[config.mk]
export PLATFORM = sky130hd
export DESIGN_NAME = mac_sat_unit
export DESIGN_NICKNAME = d
export VERILOG_FILES = /design/src/rtl/mac_pkg.sv /design/src/rtl/mac_mul.sv /design/src/rtl/mac_acc_sat.sv /design/src/rtl/mac_ctrl.sv /design/src/rtl/mac_sat_unit.sv
export SDC_FILE = /design/constraint.sdc
export NUM_CORES = 2
export LEC_CHECK = 0
export BUFFER_PORTS_ARGS = -buffer_cell sky130_fd_sc_hd__buf_4
export CAP_MARGIN = 25
export CORE_MARGIN = 2
export CORE_UTILIZATION = 38
export CTS_BUF_LIST = sky130_fd_sc_hd__clkbuf_4
export DETAILED_ROUTE_END_ITERATION = 8
export PLACE_DENSITY = 0.64
export SETUP_SLACK_MARGIN = 0.15
export SLEW_MARGIN = 20
export SYNTH_ARGS = -nofsm -noshare
export SYNTH_HDL_FRONTEND = slang
export SYNTH_SLANG_ARGS = --single-unit
export TNS_END_PERCENT = 50
[constraint.sdc]
create_clock -name clk_i -period 10.09 [get_ports clk_i]
set_input_delay 0.5045 -clock clk_i [delete_from_list [all_inputs] [get_ports clk_i]]
set_output_delay 0.5045 -clock clk_i [all_outputs]
set_load 0.02 [all_outputs]
[src/rtl/mac_pkg.sv]
package mac_pkg;
  typedef enum logic [1:0] {
    MODE_USR32 = 2'd0,
    MODE_SUP32 = 2'd1,
    MODE_KRN32 = 2'd2,
    MODE_W64   = 2'd3
  } cpu_mode_e;

  typedef struct packed {
    logic us;
    logic sat;
    logic hsel;
  } mac_ctl_t;

  function automatic logic mode_legal(cpu_mode_e m);
    return (m == MODE_KRN32) || (m == MODE_W64);
  endfunction
endpackage

[src/rtl/mac_mul.sv]
module mac_mul #(
  parameter int OP_W = 32,
  localparam int PW  = 2 * OP_W + 2
) (
  input  logic [OP_W-1:0]       a_i,
  input  logic [OP_W-1:0]       b_i,
  input  logic                  us_i,
  output logic signed [PW-1:0]  prod_o
);
  logic signed [OP_W:0] a_x, b_x;

  // one extra bit carries sign or zero extension
  assign a_x = $signed({us_i ? 1'b0 : a_i[OP_W-1], a_i});
  assign b_x = $signed({us_i ? 1'b0 : b_i[OP_W-1], b_i});

  always_comb begin
    logic signed [PW-1:0] ae, be;
    ae = PW'(a_x);
    be = PW'(b_x);
    prod_o = ae * be;
  end
endmodule

[src/rtl/mac_acc_sat.sv]
module mac_acc_sat #(
  parameter int ACC_W = 64,
  parameter int OP_W  = 32,
  parameter int SAT_W = 32,
  localparam int PW   = 2 * OP_W + 2,
  localparam int SW   = ACC_W + 2
) (
  input  logic [ACC_W-1:0]      acc_i,
  input  logic signed [PW-1:0]  prod_i,
  input  logic                  us_i,
  input  logic                  sat_i,
  output logic [ACC_W-1:0]      res_o
);
  localparam logic signed [SW-1:0] S_MAX =
    $signed({{(SW-SAT_W+1){1'b0}}, {(SAT_W-1){1'b1}}});
  localparam logic signed [SW-1:0] S_MIN = ~S_MAX;

  logic signed [SW-1:0] acc_x, prod_x, sum;
  logic                 u_ovf, s_ovf, s_unf;

  assign acc_x  = us_i ? $signed({2'b00, acc_i})
                       : $signed({{2{acc_i[ACC_W-1]}}, acc_i});
  assign prod_x = SW'(prod_i);
  assign sum    = acc_x + prod_x;

  assign u_ovf = |sum[SW-1:ACC_W];
  assign s_ovf = sum > S_MAX;
  assign s_unf = sum < S_MIN;

  always_comb begin
    res_o = sum[ACC_W-1:0];
    if (sat_i) begin
      if (us_i) begin
        if (u_ovf) res_o = '1;
      end else if (s_ovf) begin
        res_o = S_MAX[ACC_W-1:0];
      end else if (s_unf) begin
        res_o = S_MIN[ACC_W-1:0];
      end
    end
  end
endmodule

[src/rtl/mac_ctrl.sv]
module mac_ctrl (
  input  logic clk_i,
  input  logic rst_ni,
  input  logic start_i,
  input  logic legal_i,
  output logic accept_o,
  output logic busy_o,
  output logic done_o,
  output logic rsvd_o
);
  assign accept_o = start_i && !busy_o && legal_i;

  always_ff @(posedge clk_i or negedge rst_ni) begin
    if (!rst_ni) begin
      busy_o <= 1'b0;
      done_o <= 1'b0;
      rsvd_o <= 1'b0;
    end else begin
      busy_o <= accept_o;
      done_o <= busy_o;
      rsvd_o <= start_i && !busy_o && !legal_i;
    end
  end


  busy_then_done_chk: assert property (@(posedge clk_i) disable iff (!rst_ni)
    busy_o |=> done_o);

  done_not_busy_chk: assert property (@(posedge clk_i) disable iff (!rst_ni)
    done_o |-> !busy_o);

  rsvd_quiet_chk: assert property (@(posedge clk_i) disable iff (!rst_ni)
    rsvd_o |-> (!busy_o && !done_o));
endmodule

[src/rtl/mac_sat_unit.sv]
module mac_sat_unit
  import mac_pkg::*;
#(
  parameter int REG_W = 64,
  parameter int OP_W  = 32,
  parameter int SAT_W = 32
) (
  input  logic             clk_i,
  input  logic             rst_ni,
  input  logic             start_i,
  input  logic [1:0]       mode_i,
  input  logic             us_i,
  input  logic             sat_i,
  input  logic             hi_i,
  input  logic [REG_W-1:0] rs_i,
  input  logic [REG_W-1:0] rt_i,
  output logic             busy_o,
  output logic             done_o,
  output logic             rsvd_o,
  output logic [REG_W-1:0] rd_o,
  output logic [REG_W-1:0] hi_o,
  output logic [REG_W-1:0] lo_o
);
  localparam int PW = 2 * OP_W + 2;
  localparam logic [REG_W-1:0] S_MAX_L = {{(REG_W-SAT_W+1){1'b0}}, {(SAT_W-1){1'b1}}};
  localparam logic [REG_W-1:0] S_MIN_L = ~S_MAX_L;

  logic                 accept, legal;
  logic signed [PW-1:0] prod_d, prod_q;
  mac_ctl_t             ctl_q;
  logic [REG_W-1:0]     acc_res, lo_new, hi_new;
  logic [REG_W-1:0]     lo_q, hi_q, rd_q;

  assign legal = mode_legal(cpu_mode_e'(mode_i));

  mac_mul #(.OP_W(OP_W)) u_mul (
    .a_i    (rs_i[OP_W-1:0]),
    .b_i    (rt_i[OP_W-1:0]),
    .us_i   (us_i),
    .prod_o (prod_d)
  );

  mac_ctrl u_ctrl (
    .clk_i    (clk_i),
    .rst_ni   (rst_ni),
    .start_i  (start_i),
    .legal_i  (legal),
    .accept_o (accept),
    .busy_o   (busy_o),
    .done_o   (done_o),
    .rsvd_o   (rsvd_o)
  );

  always_ff @(posedge clk_i or negedge rst_ni) begin
    if (!rst_ni) begin
      prod_q <= '0;
      ctl_q  <= '0;
    end else if (accept) begin
      prod_q <= prod_d;
      ctl_q  <= '{us: us_i, sat: sat_i, hsel: hi_i};
    end
  end

  mac_acc_sat #(.ACC_W(REG_W), .OP_W(OP_W), .SAT_W(SAT_W)) u_acc (
    .acc_i  (lo_q),
    .prod_i (prod_q),
    .us_i   (ctl_q.us),
    .sat_i  (ctl_q.sat),
    .res_o  (acc_res)
  );

  assign lo_new = acc_res;
  assign hi_new = acc_res;

  // write-back in the busy cycle; done pulses alongside the new values
  always_ff @(posedge clk_i or negedge rst_ni) begin
    if (!rst_ni) begin
      lo_q <= '0;
      hi_q <= '0;
      rd_q <= '0;
    end else if (busy_o) begin
      lo_q <= lo_new;
      hi_q <= hi_new;
      rd_q <= ctl_q.hsel ? hi_new : lo_new;
    end
  end

  assign lo_o = lo_q;
  assign hi_o = hi_q;
  assign rd_o = rd_q;


  lo_hold_chk: assert property (@(posedge clk_i) disable iff (!rst_ni)
    !done_o |-> (lo_o == $past(lo_o) && rd_o == $past(rd_o)));

  hi_lo_same_chk: assert property (@(posedge clk_i) disable iff (!rst_ni)
    done_o |-> (hi_o == lo_o && rd_o == lo_o));

  s_sat_range_chk: assert property (@(posedge clk_i) disable iff (!rst_ni)
    (done_o && ctl_q.sat && !ctl_q.us) |->
      ($signed(lo_o) <= $signed(S_MAX_L) && $signed(lo_o) >= $signed(S_MIN_L)));
endmodule

---- Word-level counts from Yosys, hierarchy flattened ----
Index checks and enable logic that the tools add are counted.
word-level totals
  register bits after elaboration ......... 135
  bits of input ports ..................... 136
  output and inout port bits .............. 195
  word-level logic and storage cells ...... 28
cells by class
  add/sub/neg operators ................... 1
  multipliers ............................. 1
  magnitude comparators ................... 2
  equal/unequal tests ..................... 2
  multiplexer cells ....................... 8
  reduce and logical (&&, ||, !) cells .... 7
operator list
  kind                  number
  $mux 64               5
  $add 66x66->66        1
  $gt 66x32->1 const B  1
  $lt 66x32->1 const B  1
  $mul 33x33->66        1
  $mux 66               1
  $eq 2x2->1 const B    2
  $logic_and 1x1->1     3
  $logic_not 1->1       2
  $mux 1                2
  $reduce_or 2->1       1
  $logic_or 1x1->1      1

---- Depth between registers and ports, before layout ----
  word-level depth ........................ 7
  gate-level depth with buffers ........... 34
  depth with buffers taken out ............ 31

---- By module ----
A second synthesis with hierarchy kept.
second synthesis, totals
  cells, all modules ...................... 5,502
  area, all modules ....................... 50,104.3 sq um
by module, submodules not included
  module        instances  cells each  area each (sq um)  sequential area each (sq um)
  mac_mul       1          4,179       38,379.3           0.0
  mac_sat_unit  1          408         5,952.0            3,303.2
  mac_acc_sat   1          910         5,676.7            0.0
  mac_ctrl      1          5           96.3               75.1

---- Worst setup path before layout ----
No wires, ideal clock.
  kind .................................... input-to-reg
  start point ............................. input rt_i[7]
  end point ............................... register prod_q[65]
  setup time .............................. 133 ps
  arrival ................................. 8,264 ps
  data required time ...................... 9,957 ps
  slack ................................... 1,693 ps
  stages .................................. 30
  path buffers ............................ 2
  path through ............................ clkbuf_1 -> clkbuf_1 -> nand2_1 -> fa_1 -> inv_1 -> fa_1 -> fa_1 -> inv_1 -> fa_1 -> fa_1 -> inv_1 -> fa_1 -> fa_1 -> inv_1 -> fa_1 -> inv_1 -> ha_1 -> a21o_1 -> a21o_1 -> a2111oi_0 -> o31ai_1 -> o21ai_0 -> a21boi_0 -> a21o_1 -> a31oi_1 -> o21ai_0 -> a221o_1 -> a211oi_1 -> xnor2_1 -> o21ai_0
between the ends
  cells in the longest elaborated chain, start to end .. 1
ends and longest elaborated chain
  what                    line                RTL
  start: declaration      mac_sat_unit.sv:16  input logic [REG_W-1:0] rt_i,
  $mul 33x33->66          mac_mul.sv:20       prod_o = ae * be;
  end signal: assignment  mac_sat_unit.sv:59  prod_q <= prod_d;
  end: declaration        mac_sat_unit.sv:29  logic signed [PW-1:0] prod_d, prod_q;
No other way between the ends.
A chain may end at the register's enable or synchronous reset.

---- Final worst setup path ----
  start point ............................. input rs_i[19]
  end point ............................... register prod_q[65]
between the ends
  cells in the longest elaborated chain, start to end .. 1
ends and longest elaborated chain
  what                line                RTL
  start: declaration  mac_sat_unit.sv:15  input logic [REG_W-1:0] rs_i,
  $mul 33x33->66      mac_mul.sv:20
No other way between the ends.

==> flow_summary.yaml <==
route:
  viasPerCell: 5.12
  vias: 36076
  drt_iter0_drc: 2382
  drc: 0
  firstDrtPassIters: 6
  drt-total-wl_um: 134000
  drtAntennaViolNets: 0
  routedWlPerCell_um: 19.0
global_route:
  grt_pass1_vias: 38403
  globalRouteOverflowTotal: 0
  grt_pass1_wl_um: 218000
  grt_use_total_pct: 20.9
  grt_antenna_before_repair: 13
  grt_max_degree: 94
timing:
  whs_ns: 0.135
  maxSlewHeadroom_pct: 30.8
  setup_tns_ns: 0
  rsz0062_at_grt: "no"
  fin_crit_sh_pct: 86.9
  hold_viol: 0
  period_needed_ns: 8.77
  fmax_mhz: 114
  setup_viol: 0
  fin_skew_ns: 0.0238
  slew_viol_final: 0
  setup_ws_ns: 1.32
  worstMarginPinSlew_ns: 1.04
yosys:
  synthSimpleGateAreaFrac_pct: 15.3
  synth.area.top_cells: "fa_1, inv_1, ha_1, dfrtp_1, nand2_1"
  synth_edf_count: 0
  synth_top_family_by_area: "adder cells"
  synth_common_cells: "inv_1, fa_1, nand2_1"
  synth_area_per_cell_um2: 8.94
  synthMuxAreaShare_pct: 0.0461
  yosysMostFrequentCell: "inv_1"
  synth_top_area_share_pct: 47.0
  netlist_area_um2: 48800
  ys_warn_count: 0
  synth_seq_cells: 135
  async_reset_ff_share_pct: 100
  synth_compound_area_share_pct: 7.80
  seq_area_frac_synth_pct: 6.92
  netlist-cell-type-count: 78
  synth_flop_cell: "dfrtp_1"
  syn-num-nets: 7025
  synth-xor-area-share_pct: 2.35
  synthAdderAreaFrac_pct: 54.2
  synth_top_area_cell: "fa_1"
  netlist_instances: 5461
worst_setup_path:
  worstPathArrival_ns: 9.28
  reg2reg_depth: 13
  cp_num_buf_inv: 7
  path_class: "primary input to register"
  cp_max_fo: 33
  cp.required_ns: 10.61
  max_stage_delay_ns: 0.57
  end_kind: "register"
  r2r_slack_ns: 4.45
  setup.worst_path.start: "rs_i[19]"
  crit_slowest_cell: "a2111oi_0"
  cp_common_cell: "fa_1"
  r2r_start: "rd_o[12]"
  start_kind: "primary input"
  r2r_end: "rd_o[1]"
  critical_path.top_delay_family: "adder cells"
die:
  rows: 131
  die_h_um: 362
  dieArea_um2: 131000
  boundaryPins: 331
  start_util_pct: 38.3
  core_um2: 128000
  die_w_um: 362
finish:
  multi_input_area_um2: 38900
  final_area_um2: 51400
  drive_gt1_share_pct: 6.80
  fillCellCount: 12671
  nets: 6931
  register_area_um2: 3380
  area_growth_pct: 5.25
placement:
  place_area_um2: 51000
  portBuffers: 264
  gp_congestion: 0.918
  dpl_worst_slack_ns: 0.555
  dp_hpwl_um: 110000
run:
  cap_viol_max_count: 0
hold_path:
  min_to: "ctl_q[1]"
  min_from: "sat_i"
  holdPathStages: 3
  hold_class: "primary input to register"
clock_tree:
  numCtsBuffers: 17
  clk_latency_ns: 0.63
  cts_buffer_depth: 2
  clk_pin_slew_ns: 0.13
  cts-root-buf: "clkbuf_4"
  cts_resized: 0
  clock_sinks: 135
  cts_setup_buffers: 0
  htreeDepth: 4
  tritoncts: "yes"
status:
  status: "complete, no violations"
state kept, by name (all words and copies together) (netlist names):
register	count
prod_q	66
u_ctrl.busy_o	1
ctl_q	2
u_ctrl.done_o	1
rd_o	64
u_ctrl.rsvd_o	1
timing repair:
item / 4_1_cts / 5_1_grt
hold buffers: 2 / 0
endpoints found under the setup margin: 0 / 0
hold endpoints to repair: 66 / 0
layout by cell type (no fill, tap or decap), types with 18 or more instances in the layout:
master,Yosys,layout
xor2_1,50,50
fa_1,1147,1147
inv_1,1186,1186
o21bai_1,18,18
a211oi_1,24,24
a21o_1,73,73
and2_1,425,425
ha_1,281,281
a21oi_1,165,165
buf_4,131,290
nand3_1,29,29
nand2b_1,25,25
nor3_1,23,23
dfrtp_1,135,134
nor2_1,125,125
nand4_1,36,36
o21a_1,20,20
nand2_1,830,829
xnor2_1,81,81
o22ai_1,20,20
o21ai_0,166,166
logic make-up (layout without fill, tap and decap cells):
logic type	after synthesis	after routing
buffers and inverters	1593	1511
and+or+nand+nor	1571	1571
adders and majority gates	1428	1428
AOI/OAI and AO/OA	601	601
muxes	2	2
xor gates and xnor gates	131	131
other	0	4
DFF	135	135
worst max path at each step:
stage	to	slack, ns	cells after the start
after floorplan	prod_q[65]	1.69	30
after global placement	prod_q[65]	0.64	30
after detailed placement	prod_q[65]	0.56	30
after CTS	prod_q[65]	1.28	30
after global routing	prod_q[65]	0.80	30
final	prod_q[65]	1.32	30
layer usage:
metal / track usage, % / vias to the layer above / part of all wire [%]
li1: - / 15991 / -
met1: 29.2 / 18664 / 44
met2: 33.8 / 1271 / 46
met3: 4.33 / 132 / 8.0
met4: 4.18 / 18 / 1.8
met5: 0 / - / 0.074
worst register-to-register path, stage by stage (launching register included):
cell and delay [ns]:
dfrtp_1 0.49, ha_1 0.43, a21oi_1 0.36, o21ai_0 0.15, a22oi_1 0.19, a21boi_0 0.55, a21oi_1 0.35, o31a_1 0.41
o21ai_0 0.53, nand4_1 0.14, or4b_1 0.55, o32ai_2 0.44, o31a_2 0.70, a211oi_1 0.20
metrics by stage:
stage,util (%),std cells
2_1_floorplan,-,5461
3_3_place_gp,40.0,7007
3_5_place_dp,40.0,7008
5_1_grt,40.3,7043
4_1_cts,40.3,7041
6_report,40.3,7045
cell type report:
cell class	instances	share of cell area, %
Clock inverter	14	0.365
Sequential cell	135	6.58
Multi-Input combinational cell	3733	75.7
Antenna cell	4	0.0195
Tap cell	1662	4.05
Timing Repair Buffer	294	4.33
Inverter	1186	8.66
Clock buffer	17	0.248
Power is not shown: default switching activity piles up to over one toggle a cycle in this logic, so the estimate is an artifact.
